[src/rtl/wdog_itimer.sv]
`timescale 1ns/1ps
module wdog_itimer #(
  parameter int MANUAL_CYCLES = 5,
  parameter int DIV_W = 12
) (
  input  logic       clk,
  input  logic       rst_n,
  input  logic       wr_en,
  input  logic       wr_sel,
  input  logic [7:0] wr_data,
  input  logic       rd_sel,
  output logic [7:0] rd_data,
  output logic       rst_req,
  output logic       rst_kind,
  output logic [1:0] stat_hi,
  output logic       irq
);
  localparam int PW = DIV_W + 1;

  logic             en_q, wdm_q, man_q, wflg_q, iflg_q, kind_q;
  logic [2:0]       cks_q;
  logic [7:0]       cnt_q;
  logic [DIV_W-1:0] div_q, lim;
  logic [PW-1:0]    pls_q;
  logic             wr_c, wr_n, tick, ovf;

  always_comb begin
    case (cks_q)
      3'd0: lim = DIV_W'(0);
      3'd1: lim = DIV_W'(3);
      3'd2: lim = DIV_W'(15);
      3'd3: lim = DIV_W'(31);
      3'd4: lim = DIV_W'(63);
      3'd5: lim = DIV_W'(255);
      3'd6: lim = DIV_W'(1023);
      default: lim = DIV_W'(4095);
    endcase
  end

  assign wr_c = wr_en && !wr_sel;
  assign wr_n = wr_en && wr_sel;
  assign tick = en_q && (div_q >= lim);
  assign ovf  = tick && (cnt_q == 8'hFF) && !wr_n;

  always_ff @(posedge clk or negedge rst_n) begin
    if (!rst_n) begin
      en_q <= 1'b0; wdm_q <= 1'b0; man_q <= 1'b0; cks_q <= '0;
      wflg_q <= 1'b0; iflg_q <= 1'b0; kind_q <= 1'b0;
      cnt_q <= '0; div_q <= '0; pls_q <= '0;
    end else begin
      if (wr_c) {en_q, wdm_q, man_q, cks_q} <= {wr_data[7:5], wr_data[2:0]};
      wflg_q <= (wflg_q & ~(wr_c & ~wr_data[4])) | (ovf & wdm_q);
      iflg_q <= (iflg_q & ~(wr_c & ~wr_data[3])) | (ovf & ~wdm_q);
      div_q  <= (!en_q || tick) ? '0 : div_q + 1'b1;
      if (wr_n)      cnt_q <= wr_data;
      else if (tick) cnt_q <= cnt_q + 8'd1;
      if (ovf && wdm_q) begin
        pls_q  <= man_q ? PW'(MANUAL_CYCLES) : {1'b0, lim} + PW'(1);
        kind_q <= man_q;
      end else if (pls_q != '0) begin
        pls_q <= pls_q - PW'(1);
      end
    end
  end

  assign rd_data  = rd_sel ? cnt_q : {en_q, wdm_q, man_q, wflg_q, iflg_q, cks_q};
  assign rst_req  = (pls_q != '0);
  assign rst_kind = kind_q;
  assign stat_hi  = {2{rst_req}};
  assign irq      = iflg_q;
endmodule

[config.mk]
export PLATFORM = sky130hd
export DESIGN_NAME = wdog_itimer
export DESIGN_NICKNAME = d
export VERILOG_FILES = /design/src/rtl/wdog_itimer.sv
export SDC_FILE = /design/constraint.sdc
export NUM_CORES = 1
export LEC_CHECK = 0
export BUFFER_PORTS_ARGS = -buffer_cell sky130_fd_sc_hd__buf_2
export CAP_MARGIN = 20
export CORE_ASPECT_RATIO = 0.7
export CORE_MARGIN = 8
export CORE_UTILIZATION = 64
export CTS_CLUSTER_SIZE = 25
export DETAILED_ROUTE_END_ITERATION = 6
export GPL_TIMING_DRIVEN = 0
export PLACE_DENSITY = 0.95
export SETUP_SLACK_MARGIN = 0.15
export SYNTH_ARGS = -nofsm -noshare
export SYNTH_HDL_FRONTEND = slang
export SYNTH_SLANG_ARGS = --single-unit
[constraint.sdc]
create_clock -name clk -period 6.2 [get_ports clk]
set_clock_uncertainty 0.05 [all_clocks]
set_input_delay 0 -clock clk [delete_from_list [all_inputs] [get_ports clk]]
set_output_delay 0 -clock clk [all_outputs]
set_load 0.02 [all_outputs]
==> impl_metrics.json, run 1 <==
{
  "grtUsageMet2_pct": 35.8,
  "placed_area_um2": 2810,
  "slew_violations": 0,
  "finalCritPeriodShare_pct": 57.2,
  "die_w_um": 92.5,
  "cts_buffers": 5,
  "routed_wl_mm": 6.61,
  "cp_top_family": "buffers and inverters",
  "gp_congestion": 0.834,
  "crit_buf_inv": 3,
  "syn_nets": 308,
  "synth_warnings": 0,
  "p_comb_share_pct": 25.5,
  "cts.sinks": 42,
  "busiest_layer": "met2",
  "cts_resized": 0,
  "path_cells": "clkbuf_1 > nand3_1 > ha_1 > a21oi_1 > o21ai_1 > a22o_1 > a31oi_2 > buf_2 > xor2_1 > o21ai_0 > dlygate4sd3_1",
  "diodes": 0,
  "antenna_found_initial": 0,
  "seq_power_share_pct": 46.9,
  "crit_slowest_cell": "dlygate4sd3_1",
  "hold_viol": 0,
  "async_flop_share_pct": 100,
  "yosys-top-cells-area": "dfrtp_1 40%, ha_1 8.1%, mux2_2 5.6%",
  "maxCapViolCount": 0,
  "synth-edff-count": 0,
  "dieArea_um2": 6430,
  "synth_top_family_by_area": "simple AND/OR/NAND/NOR gates",
  "root_buffer": "clkbuf_8",
  "drt_iter0_markers": 154,
  "synth.distinct_cells": 39,
  "max_slew_margin_pct": 36.7,
  "final_area_um2": 3020,
  "synth_area_leader_cell": "dfrtp_1",
  "dp.cells": 355,
  "syn_area_um2": 2620,
  "io-pin-count": 26,
  "vias": 2288,
  "crit_path_max_fanout": 10,
  "worst_pin_slew_ns": 0.950,
  "syn2layout_area_growth_pct": 15.3,
  "clk_pin_slew_worst_paths_ns": 0.08,
  "p_per_area_nw_per_um2": 253,
  "wl_per_cell_um": 17.7,
  "grt_max_degree": 43,
  "synth_fa_ha_area_share_pct": 8.11,
  "min_path_type": "input port to flip-flop",
  "setup_viol": 0,
  "overflow": 0,
  "postCtsSetupBuffers": 0,
  "netlist_instances": 278,
  "synth_compound_area_share_pct": 9.64,
  "start_util_pct": 66.8,
  "ys.flop_type": "dfrtp_1",
  "critPathMaxStageDelay_ns": 0.55,
  "core-area_um2": 3920,
  "cts_tree": "yes",
  "grt_use_total_pct": 21.9,
  "synth.most_common_cell": "dfrtp_1",
  "drive_gt1_share_pct": 17.8,
  "finalNetCount": 350,
  "synth-simple-area-share_pct": 20.1,
  "dp.final_hpwl_mm": 4.51,
  "grt_use_met1_pct": 26.9,
  "synthTopCellsByCount": "42 x dfrtp_1, 31 x nor2_1, 30 x nand2_1",
  "grt_pass1_wl_mm": 11.4,
  "cp.required_ns": 6.34,
  "met3_usage_pct": 5.19,
  "fp.dieH_um": 69.5,
  "rows": 19,
  "yosysTopAreaCellShare_pct": 40.1,
  "instances_no_fill": 373,
  "p_leak_nw": 1.33,
  "rsz0062_at_grt": "no",
  "timing.fmax_ghz": 0.282,
  "synth_xor_area_share_pct": 7.35,
  "timing.final.crit_period_ns": 3.54,
  "insertion_delay_ns": 0.30,
  "internal_power_mw": 0.507,
  "p_sw_mw": 0.258,
  "drc": 0,
  "dr.pass1.iters": 4,
  "swShare_pct": 33.8,
  "status": "finished, final reports clean",
  "hold_slack_ns": 0.111,
  "clkPwrFrac_pct": 27.6,
  "worstSetupPathType": "flip-flop to flip-flop",
  "synth-seq-cells": 42,
  "clockBufferDepth": 2,
  "ant_nets": 0,
  "peakVddDrop_v": 0.000189,
  "totalPowerFinal_mw": 0.765,
  "cts_max_level": 2,
  "cts.hold.buffers_added": 10,
  "avgSynthCellArea_um2": 9.43,
  "grt_pass1_vias": 2423,
  "finalSetupTns_ns": 0,
  "critPathArrivalTime_ns": 3.69,
  "ys_seq_area_share_pct": 40.1,
  "endpoint_kind": "flip-flop",
  "port_buffers": 25,
  "viasPerCell": 6.13,
  "startpoint_type": "flip-flop",
  "muxShareOfSynthArea_pct": 10.2
}
cells in the final DEF, fill, tap and decap left out, types with 2 or more instances in the layout:
cell	count
inv_1	10
o21ai_0	15
buf_4	3
mux2i_1	12
nor3_1	5
and3_1	5
ha_1	17
o31ai_1	5
a21oi_1	8
xor2_1	13
a31oi_1	6
nand4_1	4
dfrtp_1	42
xnor2_1	9
mux2_2	13
clkbuf_1	7
or4_1	6
nand3_1	11
buf_6	2
clkbuf_8	8
nor2_1	31
nand2b_1	4
nand2_1	30
or3_1	4
buf_2	26
dlygate4sd3_1	10
cells by family (layout without fill, tap and decap cells):
| kind of cell | after synthesis | after routing |
|---|---|---|
| AND/OR/NAND/NOR | 107 | 107 |
| flip-flops | 42 | 42 |
| AO/OA/AOI/OAI | 41 | 41 |
| multiplexers | 25 | 25 |
| buffers and inverters | 24 | 67 |
| XOR/XNOR | 22 | 22 |
| adder cells (fa/ha/maj) | 17 | 17 |
area by class of cell:
class,count,area [µm²]
fillers,263,901
clock buffers,8,110
plain buffers,13,76.3
repair buffers,35,225
inverters,11,41.3
flip-flops and latches,42,1050
multi-input cells,212,1450
well taps,52,65.1
routing by layer:
metal  share of wire [%]  vias up
met5                   0        -
met4                 2.5        0
met3                 6.6       23
met2                  49      107
met1                  42     1097
li1                    -     1061
sequential cells by signal, summed over array words and instances (netlist names):
register and cells:
wflg_q 1, rst_kind 1, man_q 1, cnt_q 8
cks_q 3, div_q 12, wdm_q 1, en_q 1
irq 1, pls_q 13
power groups by stage:
stage	Sequential, mW	Combinational (mW)	Clock, mW
2_1_floorplan	0.352	0.134	0
3_3_place_gp	0.359	0.172	0
3_5_place_dp	0.363	0.183	0
4_1_cts	0.357	0.193	0.209
5_1_grt	0.364	0.216	0.222
6_report	0.359	0.195	0.211
tightest hold or removal path: cells and delay by family:
kind | cells | cell delay (ns)
buf+inv | 1 | 0.09
compound gates | 1 | 0.05
simple gates | 2 | 0.29
path summary, 6_finish.rpt:
check / start / slack, ns / depth (start not counted) / endpoint
min: wr_en / 0.11 / 4 / cnt_q[4]
min reg2reg: div_q[0] / 0.48 / 1 / div_q[0]
max: cks_q[0] / 2.66 / 11 / cnt_q[0]
max reg2reg: cks_q[0] / 2.66 / 11 / cnt_q[0]
min in group asynchronous: rst_n / 0.32 / 2 / div_q[10]
max in group asynchronous: rst_n / 5.18 / 2 / cks_q[2]
per-stage QoR:
stage               worst slack, ns  util, %
floorplan                      3.77        -
global placement               3.29     71.7
detailed placement             3.18     71.7
CTS                            2.73     77.0
global route                   2.48     77.0
finish                         2.66     77.0
Power figures use the tool's default switching activity.
==> run 2: changes to the inputs <==
Settings changed: CORE_UTILIZATION 64 to 53, PLACE_DENSITY 0.95 to 0.86.
Clock period 6.2 ns to 3.1 ns, I/O delays scaled along.
==> run 2 against run 1 <==
Total power rose by 99%. Cell area up 1.9%. Largest power group unchanged. Clock power rose by 110%. Non-clock buffer count increased by 2. Critical path type unchanged. Routed wire length is 11% lower. Global-route usage shrank 4.5 points. First-iteration DRC count shrank 36%. Combinational power is 92% higher. Core utilization shrank 13 points. Hold slack better by 0.22 ns. Highest routed layer unchanged. Sequential power grew 100%. Critical path depth fell by 1.
==> impl_metrics.json, run 2 (same netlist as run 1, synthesis figures left out) <==
{
  "dr.pass1.iters": 4,
  "timing.fmax_ghz": 0.368,
  "busiest_layer": "met2",
  "finalNetCount": 352,
  "crit_slowest_cell": "dfrtp_1",
  "rows": 21,
  "dieArea_um2": 7490,
  "grt_pass1_wl_mm": 10.4,
  "cts_buffers": 5,
  "regMostFlops": "pls_q",
  "dp.final_hpwl_mm": 4.16,
  "worst_pin_slew_ns": 0.927,
  "grtUsageMet2_pct": 27.9,
  "gp_congestion": 0.821,
  "fp.dieH_um": 74.8,
  "cp.required_ns": 3.26,
  "grt_max_degree": 43,
  "p_per_area_nw_per_um2": 496,
  "instances_no_fill": 392,
  "root_buffer": "clkbuf_8",
  "maxCapViolCount": 0,
  "startpoint_type": "flip-flop",
  "mostFrequentLayoutCells": "42 x dfrtp_1, 30 x nor2_1, 30 x nand2_1, 25 x buf_2, 17 x ha_1",
  "largest_register_ff_count": 13,
  "grt_use_met1_pct": 22.6,
  "diodes": 0,
  "core-area_um2": 4780,
  "syn2layout_area_growth_pct": 17.5,
  "finalCritPeriodShare_pct": 87.6,
  "ant_nets": 0,
  "grt_pass1_vias": 2248,
  "clockBufferDepth": 2,
  "layout_commonest_cell": "dfrtp_1",
  "final.fill_count": 392,
  "crit_buf_inv": 3,
  "routed_wl_mm": 5.85,
  "max_slew_margin_pct": 38.2,
  "drt_iter0_markers": 99,
  "port_buffers": 25,
  "dp.cells": 372,
  "grt_use_total_pct": 17.4,
  "finalWorstSetupSlack_ns": 0.386,
  "cts_tree": "yes",
  "slew_violations": 0,
  "dp_slack_ns": 0.119,
  "worstSetupPathType": "flip-flop to flip-flop",
  "final_core_utilization_pct": 64.4,
  "clk_pin_slew_worst_paths_ns": 0.09,
  "path_cells": "clkinv_1 > nand2_1 > inv_1 > ha_1 > nand2_1 > o21ai_2 > a31oi_4 > nor2_2 > buf_4 > mux2i_1",
  "crit_path_max_fanout": 10,
  "io-pin-count": 26,
  "hold_viol": 0,
  "drc": 0,
  "setup_viol": 0,
  "finalSetupTns_ns": 0,
  "cts_max_level": 2,
  "start_util_pct": 54.8,
  "critPathArrivalTime_ns": 2.88,
  "reg_top3": "pls_q (13), div_q (12), cnt_q (8)",
  "vias": 2171,
  "die_w_um": 100,
  "peakVddDrop_v": 0.000248,
  "viasPerCell": 5.54,
  "crit_path_frequent_cell": "nand2_1",
  "critPathMaxStageDelay_ns": 0.47,
  "min_path_type": "input port to async pin",
  "cts.sinks": 42,
  "timing.final.crit_period_ns": 2.71,
  "drive_gt1_share_pct": 19.2,
  "rsz0062_at_grt": "yes",
  "cp_top_family": "buffers and inverters",
  "endpoint_kind": "flip-flop",
  "p_leak_nw": 1.35,
  "overflow": 0,
  "insertion_delay_ns": 0.30,
  "antenna_found_initial": 0,
  "wl_per_cell_um": 14.9,
  "status": "finished, final reports clean",
  "met3_usage_pct": 4.43
}
## run 2: changes by cell type in the layout (fill, tap and decap cells not counted), sizes merged
cell | previous run | this run
bufinv | 0 | 1
clkbuf | 15 | 13
clkinv | 1 | 3
dlygate4sd3 | 10 | 11
## run 2: final cells by class
type	instances	area (µm²)	area share, %
Buffer	13	81.3	2.64
Clock buffer	5	68.8	2.23
Clock inverter	3	40.0	1.30
Inverter	11	41.3	1.34
Multi-Input combinational cell	212	1470	47.7
Sequential cell	42	1050	34.1
Tap cell	69	86.3	2.80
Timing Repair Buffer	37	243	7.88
## run 2: worst paths after layout
| kind | from | endpoint | slack, ns | cells past startpoint |
|---|---|---|---|---|
| max | cks_q[2] | pls_q[10] | 0.39 | 10 |
| min | rst_n | cnt_q[6] | 0.33 | 2 |
| max reg2reg | cks_q[2] | pls_q[10] | 0.39 | 10 |
| min reg2reg | rst_kind | rst_kind | 0.46 | 1 |
| max in group asynchronous | rst_n | div_q[4] | 2.10 | 2 |
| min in group clk | rd_sel | rd_data[0] | 0.34 | 3 |
## run 2: power breakdown
part           switching, mW  leakage (nW)  internal, mW
Clock                  0.196        0.0579         0.237
Sequential            0.0953         0.500         0.623
Combinational          0.208         0.790         0.166
## run 2: through the flow
stage               power, mW  hold WS [ns]  instance area (µm²)
global route             1.63         0.351                 3080
finish                   1.53         0.332                 3080
detailed placement       1.08         0.155                 2830
floorplan               0.972        -0.346                 2620
global placement         1.06         0.141                 2830
CTS                      1.53         0.339                 3060
## run 2: layer usage
| layer | vias to the layer above | part of all wire [%] |
|---|---|---|
| li1 | 1064 | - |
| met1 | 1028 | 47 |
| met2 | 71 | 46 |
| met3 | 8 | 6.3 |
| met4 | 0 | 1.3 |
| met5 | - | 0 |
## run 2: repair_timing
| item | in CTS | in global routing |
|---|---|---|
| gates resized for setup | 2 | 8 |
| hold buffers | 11 | 0 |
| pin swaps | 0 | 1 |
| buffers inserted | 0 | 1 |
| hold endpoints to repair | 58 | 0 |
| setup endpoints to repair | 10 | 34 |
==> run 3: changes to the inputs <==
Settings changed: BUFFER_PORTS_ARGS -buffer_cell sky130_fd_sc_hd__buf_2 to default, CORE_UTILIZATION 53 to 57, DONT_BUFFER_PORTS from default to 1, PLACE_DENSITY 0.86 to 0.85, SETUP_SLACK_MARGIN 0.15 to 0.5.
==> run 3 against run 2 <==
Combinational power grew 23%. Clock-buffer cell count rose by 2. Global-route usage increased by 1.5 points. Sequential share of layout area shrank 1.4 points. Largest cell class unchanged. Maximum frequency increased by 1.5%. Cell area rose by 4.3%. First-iteration DRC count rose to 3.4 times the previous value. Cell count down 6.6%. Worst setup slack better by 0.041 ns. Critical path type unchanged. Clock power down 13%. Sequential power rose by 2%.
==> impl_metrics.json, run 3 (same netlist as run 1, synthesis figures left out) <==
{
  "layout_commonest_cell": "dfrtp_1",
  "finalCritPeriodShare_pct": 86.2,
  "insertion_delay_ns": 0.31,
  "timing.final.crit_period_ns": 2.67,
  "startpoint_type": "flip-flop",
  "r2r_cells": 10,
  "cp_top_family": "simple AND/OR/NAND/NOR gates",
  "dr.pass1.iters": 5,
  "wl_per_cell_um": 20.7,
  "maxCapViolCount": 0,
  "cts_tree": "yes",
  "clockBufferDepth": 2,
  "peakVddDrop_v": 0.000313,
  "regArea_um2": 1050,
  "ant_nets": 0,
  "p_comb_share_pct": 29.4,
  "rows": 20,
  "critPathMaxStageDelay_ns": 0.52,
  "grt_max_degree": 43,
  "min-delay-start": "wr_sel",
  "root_buffer": "clkbuf_8",
  "reg_top3": "pls_q (13), div_q (12), cnt_q (8)",
  "internal_power_mw": 1.00,
  "path_cells": "buf_4 > nand2_2 > ha_1 > nand4_1 > buf_4 > nor2_4 > buf_12 > a31oi_4 > or4_4 > a31oi_1",
  "hold_slack_ns": 0.0549,
  "core-area_um2": 4380,
  "start_util_pct": 59.9,
  "critPathArrivalTime_ns": 2.84,
  "cts_max_level": 2,
  "seq_power_share_pct": 46.6,
  "instances_no_fill": 366,
  "final_area_um2": 3210,
  "wl_met1_mm": 3.04,
  "dp.final_hpwl_mm": 4.11,
  "totalPowerFinal_mw": 1.56,
  "max_slew_margin_pct": 47.5,
  "port_buffers": 0,
  "timing.fmax_ghz": 0.374,
  "clk_pin_slew_worst_paths_ns": 0.08,
  "gp_congestion": 0.823,
  "drt_iter0_markers": 340,
  "overflow": 0,
  "drive_gt1_share_pct": 21.2,
  "endpoint_kind": "flip-flop",
  "status": "finished, final reports clean",
  "vias": 2365,
  "p_per_area_nw_per_um2": 487,
  "r2r-start": "cks_q[2]",
  "fp.dieH_um": 72.7,
  "finalWorstSetupSlack_ns": 0.427,
  "cts.sinks": 42,
  "wl_met2_mm": 3.50,
  "worst_pin_slew_ns": 0.779,
  "diodes": 0,
  "largest_register_ff_count": 13,
  "dieArea_um2": 7060,
  "grt_pass1_wl_mm": 11.0,
  "crit_path_max_fanout": 6,
  "syn2layout_area_growth_pct": 22.6,
  "swShare_pct": 35.9,
  "crit_buf_inv": 3,
  "final_core_utilization_pct": 73.4,
  "final.fill_count": 240,
  "viasPerCell": 6.46,
  "worstHoldEndpoint": "cnt_q[4]",
  "finalNetCount": 340,
  "cts_buffers": 5,
  "reg2reg_setup_slack_ns": 0.43,
  "crit_path_frequent_cell": "buf_4",
  "finalSetupTns_ns": 0,
  "rsz0062_at_grt": "yes",
  "dp.cells": 333,
  "regMostFlops": "pls_q",
  "hold_viol": 0,
  "placed_area_um2": 2690,
  "worstSetupPathType": "flip-flop to flip-flop",
  "top_layer": "met4",
  "io-pin-count": 26,
  "p_leak_nw": 1.33,
  "crit_slowest_cell": "or4_4",
  "routed_wl_mm": 7.57,
  "p_sw_mw": 0.561,
  "drc": 0,
  "r2r-end": "cnt_q[4]",
  "multi_input_area_um2": 1610,
  "mostFrequentLayoutCells": "41 x dfrtp_1, 28 x nor2_1, 27 x nand2_1, 14 x ha_1, 14 x dlygate4sd3_1",
  "grt_use_total_pct": 18.9,
  "clkPwrFrac_pct": 24.0,
  "antenna_found_initial": 0,
  "min_path_type": "input port to flip-flop",
  "cp.required_ns": 3.26,
  "dp_slack_ns": 0.0936,
  "wl_met3_um": 783,
  "slew_violations": 0,
  "setup_viol": 0,
  "grt_pass1_vias": 2340,
  "worstHoldPathCells": 3,
  "die_w_um": 97.1
}
[run 3: layer usage]
layer	global-route usage [%]	vias up
met3	5.96	26
met1	21.3	1131
met4	8.66	0
li1	-	1043
met5	0	-
met2	32.5	165
[run 3: tightest hold or removal path, cell delays in order]
cell	delay, ns
nand2_1	0.16
nor2_1	0.15
a31oi_1	0.07
[run 3: power by group through the flow]
| stage | sequential (mW) | combinational [mW] | clock [mW] |
|---|---|---|---|
| floorplan | 0.704 | 0.268 | 0 |
| global placement | 0.718 | 0.313 | 0 |
| detailed placement | 0.725 | 0.326 | 0 |
| CTS | 0.717 | 0.382 | 0.368 |
| global route | 0.739 | 0.497 | 0.405 |
| finish | 0.729 | 0.460 | 0.375 |
[run 3: worst max path at each step]
stage	from	end	slack (ns)	cells past startpoint
5_1_grt	cks_q[2]	cnt_q[4]	0.39	10
2_1_floorplan	cks_q[0]	pls_q[7]	0.67	11
4_1_cts	cks_q[0]	cnt_q[5]	0.52	10
6_report	cks_q[2]	cnt_q[4]	0.43	10
3_3_place_gp	cks_q[0]	pls_q[12]	0.15	11
3_5_place_dp	cks_q[0]	pls_q[6]	0.09	11
[run 3: layout make-up]
| cell class | count | share of cell area, % |
|---|---|---|
| buffer | 13 | 3.19 |
| inverter | 11 | 1.36 |
| sequential | 42 | 32.7 |
| clock buffer | 7 | 2.69 |
| multi-input combinational | 213 | 50.1 |
| tap | 55 | 2.14 |
| clock inverter | 1 | 0.156 |
| timing repair buffer | 24 | 7.63 |
[run 3: repair_timing]
action                     CTS  global route
gates cloned                 1             1
gates resized for setup     18            30
pin swaps                    4             9
setup buffers                3             5
setup endpoints to repair   33            30
hold endpoints to repair    58             1
hold buffers                13             2
